## config.mk

```make
export PLATFORM = sky130hd
export DESIGN_NAME = pg_window_monitor
export DESIGN_NICKNAME = d
export VERILOG_FILES = /design/src/rtl/pg_pkg.sv /design/src/rtl/pg_sync.sv /design/src/rtl/pg_filter.sv /design/src/rtl/pg_flag_reg.sv /design/src/rtl/pg_window_monitor.sv
export SDC_FILE = /design/constraint.sdc
export NUM_CORES = 1
export LEC_CHECK = 0
export ABC_AREA = 1
export CAP_MARGIN = 30
export CORE_AREA = 2 2 39 41
export CTS_BUF_LIST = sky130_fd_sc_hd__clkbuf_8 sky130_fd_sc_hd__clkbuf_16
export CTS_CLUSTER_DIAMETER = 120
export DETAILED_ROUTE_END_ITERATION = 12
export DIE_AREA = 0 0 41 43
export PLACE_DENSITY = 0.6
export SETUP_SLACK_MARGIN = 0.02
export SKIP_LAST_GASP = 1
export SYNTH_ARGS = -nofsm -noshare
export SYNTH_HDL_FRONTEND = slang
export SYNTH_SLANG_ARGS = --single-unit
```

## constraint.sdc

```tcl
create_clock -name clk -period 1.25 [get_ports clk]
set_input_delay 0.25 -clock clk [delete_from_list [all_inputs] [get_ports clk]]
set_output_delay 0.25 -clock clk [all_outputs]
set_load 0.02 [all_outputs]
```

## src/rtl/pg_pkg.sv

```systemverilog
package pg_pkg;

  // Validity rule: lower threshold only, or full window.
  function automatic logic pg_valid(input logic uv_ok, input logic ov_trip,
                                    input logic win);
    return uv_ok & (~win | ~ov_trip);
  endfunction

  // Counter width for a stability count.
  function automatic int unsigned cnt_width(input int unsigned cycles);
    return (cycles < 2) ? 1 : $clog2(cycles);
  endfunction

endpackage

```

## src/rtl/pg_sync.sv

```systemverilog
module pg_sync #(
  parameter int unsigned WIDTH  = 2,
  parameter int unsigned STAGES = 2
) (
  input  logic             clk,
  input  logic             rst_n,
  input  logic [WIDTH-1:0] d_async,
  output logic [WIDTH-1:0] q_sync
);
  for (genvar b = 0; b < WIDTH; b++) begin : g_bit
    logic [STAGES-1:0] chain_q;
    always_ff @(posedge clk or negedge rst_n) begin
      if (!rst_n) chain_q <= '0;
      else if (STAGES == 1) chain_q <= d_async[b];
      else chain_q <= {chain_q[STAGES-2:0], d_async[b]};
    end
    assign q_sync[b] = chain_q[STAGES-1];
  end
endmodule

```

## src/rtl/pg_filter.sv

```systemverilog
module pg_filter #(
  parameter int unsigned FILTER_CYCLES = 4
) (
  input  logic clk,
  input  logic rst_n,
  input  logic enable,
  input  logic cand,
  output logic valid_q,
  output logic rise_evt,
  output logic fall_evt
);
  localparam int unsigned CNT_W = pg_pkg::cnt_width(FILTER_CYCLES);
  localparam logic [CNT_W-1:0] LAST = CNT_W'(FILTER_CYCLES - 1);

  logic [CNT_W-1:0] run_q;
  logic             differs;
  logic             commit;

  assign differs  = enable & (cand != valid_q);
  assign commit   = differs & (run_q == LAST);
  assign rise_evt = commit & cand;
  assign fall_evt = commit & ~cand;

  always_ff @(posedge clk or negedge rst_n) begin
    if (!rst_n) begin
      valid_q <= 1'b0;
      run_q   <= '0;
    end else if (!enable) begin
      valid_q <= 1'b0;
      run_q   <= '0;
    end else if (!differs) begin
      run_q <= '0;
    end else if (commit) begin
      valid_q <= cand;
      run_q   <= '0;
    end else begin
      run_q <= run_q + 1'b1;
    end
  end
endmodule

```

## src/rtl/pg_flag_reg.sv

```systemverilog
module pg_flag_reg (
  input  logic clk,
  input  logic rst_n,
  input  logic rise_evt,
  input  logic fall_evt,
  input  logic mask_rise,
  input  logic mask_fall,
  input  logic clr,
  output logic flag_q
);
  logic set_evt;
  assign set_evt = (rise_evt & ~mask_rise) | (fall_evt & ~mask_fall);

  always_ff @(posedge clk or negedge rst_n) begin
    if (!rst_n)       flag_q <= 1'b0;
    else if (set_evt) flag_q <= 1'b1;
    else if (clr)     flag_q <= 1'b0;
  end
endmodule

```

## src/rtl/pg_window_monitor.sv

```systemverilog
module pg_window_monitor #(
  parameter int unsigned SYNC_STAGES   = 2,
  parameter int unsigned FILTER_CYCLES = 4
) (
  input  logic clk,
  input  logic rst_n,
  input  logic conv_en,
  input  logic uv_ok_async,
  input  logic ov_trip_async,
  input  logic window_mode,
  input  logic mask_rise,
  input  logic mask_fall,
  input  logic flag_clr,
  output logic pg_status,
  output logic pg_flag,
  output logic irq
);
  logic [1:0] cmp_sync;
  logic       cand_valid;
  logic       valid_q;
  logic       rise_evt;
  logic       fall_evt;

  pg_sync #(.WIDTH(2), .STAGES(SYNC_STAGES)) u_sync (
    .clk(clk), .rst_n(rst_n),
    .d_async({ov_trip_async, uv_ok_async}),
    .q_sync(cmp_sync)
  );

  assign cand_valid = pg_pkg::pg_valid(cmp_sync[0], cmp_sync[1], window_mode);

  pg_filter #(.FILTER_CYCLES(FILTER_CYCLES)) u_filter (
    .clk(clk), .rst_n(rst_n), .enable(conv_en), .cand(cand_valid),
    .valid_q(valid_q), .rise_evt(rise_evt), .fall_evt(fall_evt)
  );

  pg_flag_reg u_flag (
    .clk(clk), .rst_n(rst_n), .rise_evt(rise_evt), .fall_evt(fall_evt),
    .mask_rise(mask_rise), .mask_fall(mask_fall), .clr(flag_clr),
    .flag_q(pg_flag)
  );

  assign pg_status = valid_q & conv_en;
  assign irq       = pg_flag;
endmodule

```

* Word-level counts from Yosys, hierarchy flattened
Cells that the tools add are included. Widths: inputs -> output; s select.
Word-level totals: register bits after elaboration 8, bits of input ports 9, word-level logic and storage cells 35
Operators by class: add/sub/neg operators 1, equal/unequal tests 4, mux-type cells 8, bitwise operators 15, reductions and logical operators 2
Operators with widths (number):
- $and 1x1->1 | 8
- $mux 2 | 3
- $mux 1 | 5
- $not 1->1 | 5
- $ne 2x1->1 const B | 2
- $add 2x1->2 const B | 1
- $eq 2x2->1 const B | 1
- $or 1x1->1 | 2
- $reduce_and 2->1 | 1
- $reduce_bool 2->1 | 1
- $ne 1x1->1 | 1

* Logic depth before layout (Yosys ltp)
depth in word-level cells 10, depth in mapped cells 7, depth with buffers taken out 7

* Hierarchy
From an unflattened synthesis, not the netlist that was laid out.
Unflattened totals: cells, all modules 40, area, all modules 360.3 um2
By module, submodules not included:
- pg_filter | times used 1, cells each 21, area an instance 165.2 um2, sequential area each 75.1 um2
- pg_sync | times used 1, cells each 6, area an instance 115.1 um2, sequential area each 100.1 um2
- pg_flag_reg | times used 1, cells each 8, area an instance 52.6 um2, sequential area each 25.0 um2
- pg_window_monitor | times used 1, cells each 5, area an instance 27.5 um2, sequential area each 0.0 um2

* Least setup slack after synthesis
No wires, ideal clock.
path kind register to register, start point register u_filter.run_q[0], end point register u_flag.flag_q, arrival time 0.845 ns, path slack 0.287 ns, stages on the path, launching flop included 6, clock period less this slack 0.963 ns, path through dfrtp_1 ha_1 nand4_1 nor2_1 nor2_1 nand2_1
Between the ends: cells in the longest elaborated chain, start to end 6, elaborated cells on any way between the ends 9
RTL lines:
- start, declared | RTL line pg_filter.sv:15 | logic [CNT_W-1:0] run_q;
- start signal, assigned | RTL line pg_filter.sv:37 | run_q <= run_q + 1'b1;
- $eq 2x2->1 (*) | RTL line pg_filter.sv:20 | assign commit = differs & (run_q == LAST);
- $and 1x1->1 (*) | RTL line pg_filter.sv:20
- $and 1x1->1 (on tied branches) | RTL line pg_filter.sv:21, pg_filter.sv:22
- $and 1x1->1 | RTL line pg_flag_reg.sv:12 | assign set_evt = (rise_evt & ~mask_rise) | (fall_evt & ~mask_fall);
- $or 1x1->1 (*) | RTL line pg_flag_reg.sv:12
- $mux 1 or $reduce_bool 2->1 (tied branches)
- end signal, assigned | RTL line pg_flag_reg.sv:15 | if (!rst_n) flag_q <= 1'b0;
- end signal, assigned | RTL line pg_flag_reg.sv:16 | else if (set_evt) flag_q <= 1'b1;
- end signal, assigned | RTL line pg_flag_reg.sv:17 | else if (clr) flag_q <= 1'b0;
- end, declared | RTL line pg_flag_reg.sv:9 | output logic flag_q
Mark *: on every way between the ends. The rest lies on a longest branch, timed or not. A chain may end at the register's enable or synchronous reset.

* Final worst setup path
start point register u_flag.flag_q, end point output irq
RTL lines:
- end, declared | RTL line pg_window_monitor.sv:16 | output logic irq
No word-level cell between the ends.

==> results.md <==
Finish:
- In the layout the commonest cells are sky130_fd_sc_hd__dfrtp_1 (8), sky130_fd_sc_hd__clkdlybuf4s50_1 (7), sky130_fd_sc_hd__nand2_1 (6).
- The register area is around 200 um2.
- The core occupancy in the finished layout is a little under two fifths.
- The combined area of the multi-input logic cells is between 100 and 150 um2.
- Leaving out fill and tap cells, the most frequent cell in the layout is sky130_fd_sc_hd__dfrtp_1.
- The number of antenna cells inserted is 0.
- The post-route netlist has approximately 28% of its cells at a drive strength greater than 1.
- The number of nets in the final layout is slightly above 60.
- The count of fill cells added during filler insertion is approximately 140.
- From synthesis to final layout, the design area changed by 52.9%.

Drt:
- Dividing the detail-routed via count by the number of cells gives 3.74.
- Once detail routing completed, the nets flagged for antenna violations numbered 0.
- In the final routed layout, each cell accounts on average for 8.24 um.
- For this run, design rule violations remaining after detail routing come to 0.
- In this run, the number of DRC markers left after iteration 0 of detailed routing was 1.
- The total number of vias is around 250.
- The number of iterations in the first detailed-routing pass is 3.
- The total detailed-routing wirelength is 544 um.

Timing:
- At the pin with the least slew margin, the transition time is 0.334 ns.
- The maximum achievable frequency is ~850 MHz.
- The number of endpoints with negative hold slack in the final report came to 0.
- Across the routed clock network, the largest skew measured is about 0.0043 ns.
- The worst pin sits at a relative slew slack of around 78%.
- The smallest clock period supported by the final layout is computed as roughly 1.2 ns.
- Of the available clock period, the critical path in the final layout requires between 90% and 100%.
- Setup repair after global routing left no endpoint under its margin.
- After layout, the worst setup slack is ~0.076 ns.
- The count of endpoints failing setup in the final report is 0.
- The number of max-slew violations in the final report is 0.

Power and ir drop:
- The leakage power of the design is between 0.2 and 0.3 nW.
- The power density over cell area is 1200 nW/um2.
- The peak supply drop is 0.000538 V.

Global routing:
- The initial antenna violation count is 0.
- The number of global-route vias before repair is 225.
- Global routing finished with a remaining overflow of 0.
- In the global route stage, overall resource usage came out at under 10%.
- The largest net degree at the start of global routing is 9.
- The first global-routing pass estimated about 920 um of wire.

Synthesis:
- The dominant combinational cell family by area after synthesis is simple AND/OR/NAND/NOR gates.
- The synthesized net count is 45.
- The share of the synthesized netlist area taken by xor and xnor gates is 0%.
- The combined area of all synthesized cells is 340 um2.
- The adder and majority cell fraction of the synthesized area is 3.68%.
- Summed over all instances, the cell type with the most area after synthesis is sky130_fd_sc_hd__dfrtp_1.
- The top-area cell type share of the netlist area is between 50% and 60%.
- The share of the synthesized area in compound gates (AO/OA/AOI/OAI) is 0%.
- The synthesized flop and latch total is 8.
- The multiplexer share of the synthesized area is 0%.
- The sequential share of the synthesized area is about three fifths.
- By area the synthesized netlist is led by sky130_fd_sc_hd__dfrtp_1 (59%), sky130_fd_sc_hd__nand2_1 (6.6%), sky130_fd_sc_hd__inv_1 (5.5%).
- The total number of yosys warnings is 0.
- Each instance of the synthesized netlist takes up on average approximately 9.7 um2.
- Synthesis instantiated 12 different standard cells from the library.
- Of the total synthesized cell area, the portion taken by AND, OR, NAND and NOR gates is 27.6%.
- Synthesis produced a netlist whose cell count is 35.

Run:
- The max-capacitance violation count is 0.

Floorplanning:
- In this run the horizontal extent of the chip is just over 40 um.
- The vertical die dimension is between 40 and 50 um.
- Once the floorplan was initialized, standard cells occupied around a quarter of the core.
- The area enclosed by the die boundary is roughly 1800 um2.
- The core region is 1380 um2.
- The standard-cell row count is 14.
- The count of boundary I/O pins is 12.

Status:
- The flow ran to the end, and the final reports show no timing, DRC or antenna violations.

Place:
- The post-detailed-placement half-perimeter wirelength is between 400 and 500 um.
- Buffers placed on the I/O ports in this run total 11.
- The setup slack after placement is -0.445 ns.
- Routability-driven placement finished with a final weighted congestion of between 0.6 and 0.7.

Worst setup path:
- The kind of capture point of the worst setup path is an output pin.
- The number of buffers and inverters on the critical path is 1.
- Walking the worst path, the cells encountered are dlygate4sd2_1.
- The peak per-stage delay on the critical path is about 0.38 ns.
- STA classifies the critical path startpoint as a flop.
- The library cell contributing the largest single delay on the critical path is sky130_fd_sc_hd__dfrtp_1.
- The data required time at the worst endpoint is 1.00 ns.
- The family with the most delay on the worst path is flip-flops.
- The category of the critical setup timing path is reg -> out.
- Data arrives at the worst endpoint at between 0.9 and 1 ns.
- Of all nets on the critical path, the largest fanout is 3.

Clocking:
- TritonCTS built the clock tree.
- The clock-pin transition on the worst setup and hold timing paths is ~0.04 ns.
- The number of buffers added by the clock tree synthesis step is 3.
- The number of sinks driven by the clock tree is 8.
- The later pin in the worst-skew pair is clocked with a latency of around 0.23 ns.
- The tree is rooted in a sky130_fd_sc_hd__clkbuf_8.
- The buffer levels on the longest clock path is 2.
- For this design, the CTS-stage hold fixing added 0 buffers.
- In this run the number of H-tree levels came out at 1.

Worst hold path:
- The min-delay analysis places its worst path in the category in -> async.
==> layout make-up <==
| class | count | area share [%] |
|---|---|---|
| Timing Repair Buffer | 13 | 24.3 |
| Tap cell | 16 | 3.85 |
| Clock buffer | 3 | 7.93 |
| Inverter | 7 | 5.05 |
| Sequential cell | 8 | 38.5 |
| Multi-Input combinational cell | 19 | 20.4 |
==> cells in the mapped netlist, drive strengths merged <==
cell type,number
nor3,1
nor2,4
dfrtp,8
nand2,9
nand4,2
inv,7
nand3,2
buf,1
ha,1
==> power by group <==
part           internal (mW)  switching, mW  total [mW]
clock network          0.208         0.0937       0.302
registers              0.269        0.00336       0.273
logic                 0.0293         0.0186      0.0480
==> logic make-up after synthesis <==
kind of cell / count (synthesis)
buffers and inverters: 8
DFF: 8
and+or+nand+nor: 18
adders and majority gates: 1
==> worst paths after layout <==
| path | startpoint | to | depth (start not counted) | slack [ns] |
|---|---|---|---|---|
| max reg2reg | u_filter.run_q[0] | u_flag.flag_q | 5 | 0.19 |
| max in group asynchronous | rst_n | u_filter.run_q[1] | 1 | 0.71 |
| max | u_flag.flag_q | irq | 1 | 0.08 |
| min in group clk | u_sync.g_bit[1].chain_q[0] | u_sync.g_bit[1].chain_q[1] | 0 | 0.34 |
| min reg2reg | u_sync.g_bit[1].chain_q[0] | u_sync.g_bit[1].chain_q[1] | 0 | 0.34 |
| min | rst_n | u_flag.flag_q | 1 | 0.29 |
==> state kept, by name (all words and copies together), names as in the netlist <==
name                  count
u_sync.g_bit.chain_q      4
u_filter.run_q            2
u_filter.valid_q          1
u_flag.flag_q             1
==> per-stage QoR <==
stage / instances / hold slack (ns) / instance area (um2) / total power, mW / setup TNS [ns]
final: 66 / 0.292 / 520 / 0.622 / 0
after global routing: 66 / 0.323 / 520 / 0.656 / 0
after CTS: 66 / 0.295 / 515 / 0.637 / -0.182
after detailed placement: 63 / 0.335 / 478 / 0.326 / -0.452
after global placement: 63 / 0.335 / 478 / 0.325 / -0.473
after floorplan: 35 / -0.0456 / 340 / 0.290 / 0
==> metal layers <==
metal	global-route usage (%)	routed length, um	vias up
met5	0	0	-
met4	8.00	0	0
met3	4.71	17	0
met2	8.44	251	5
met1	12.2	275	106
li1	-	-	136
==> timing repair <==
item,4_1_cts,5_1_grt
cloned,0,0
endpoints found under the hold margin,0,0
buffers inserted,0,0
endpoints found under the setup margin,3,1
resized for setup,3,7
No activity file was read; power rests on OpenSTA's default activity.
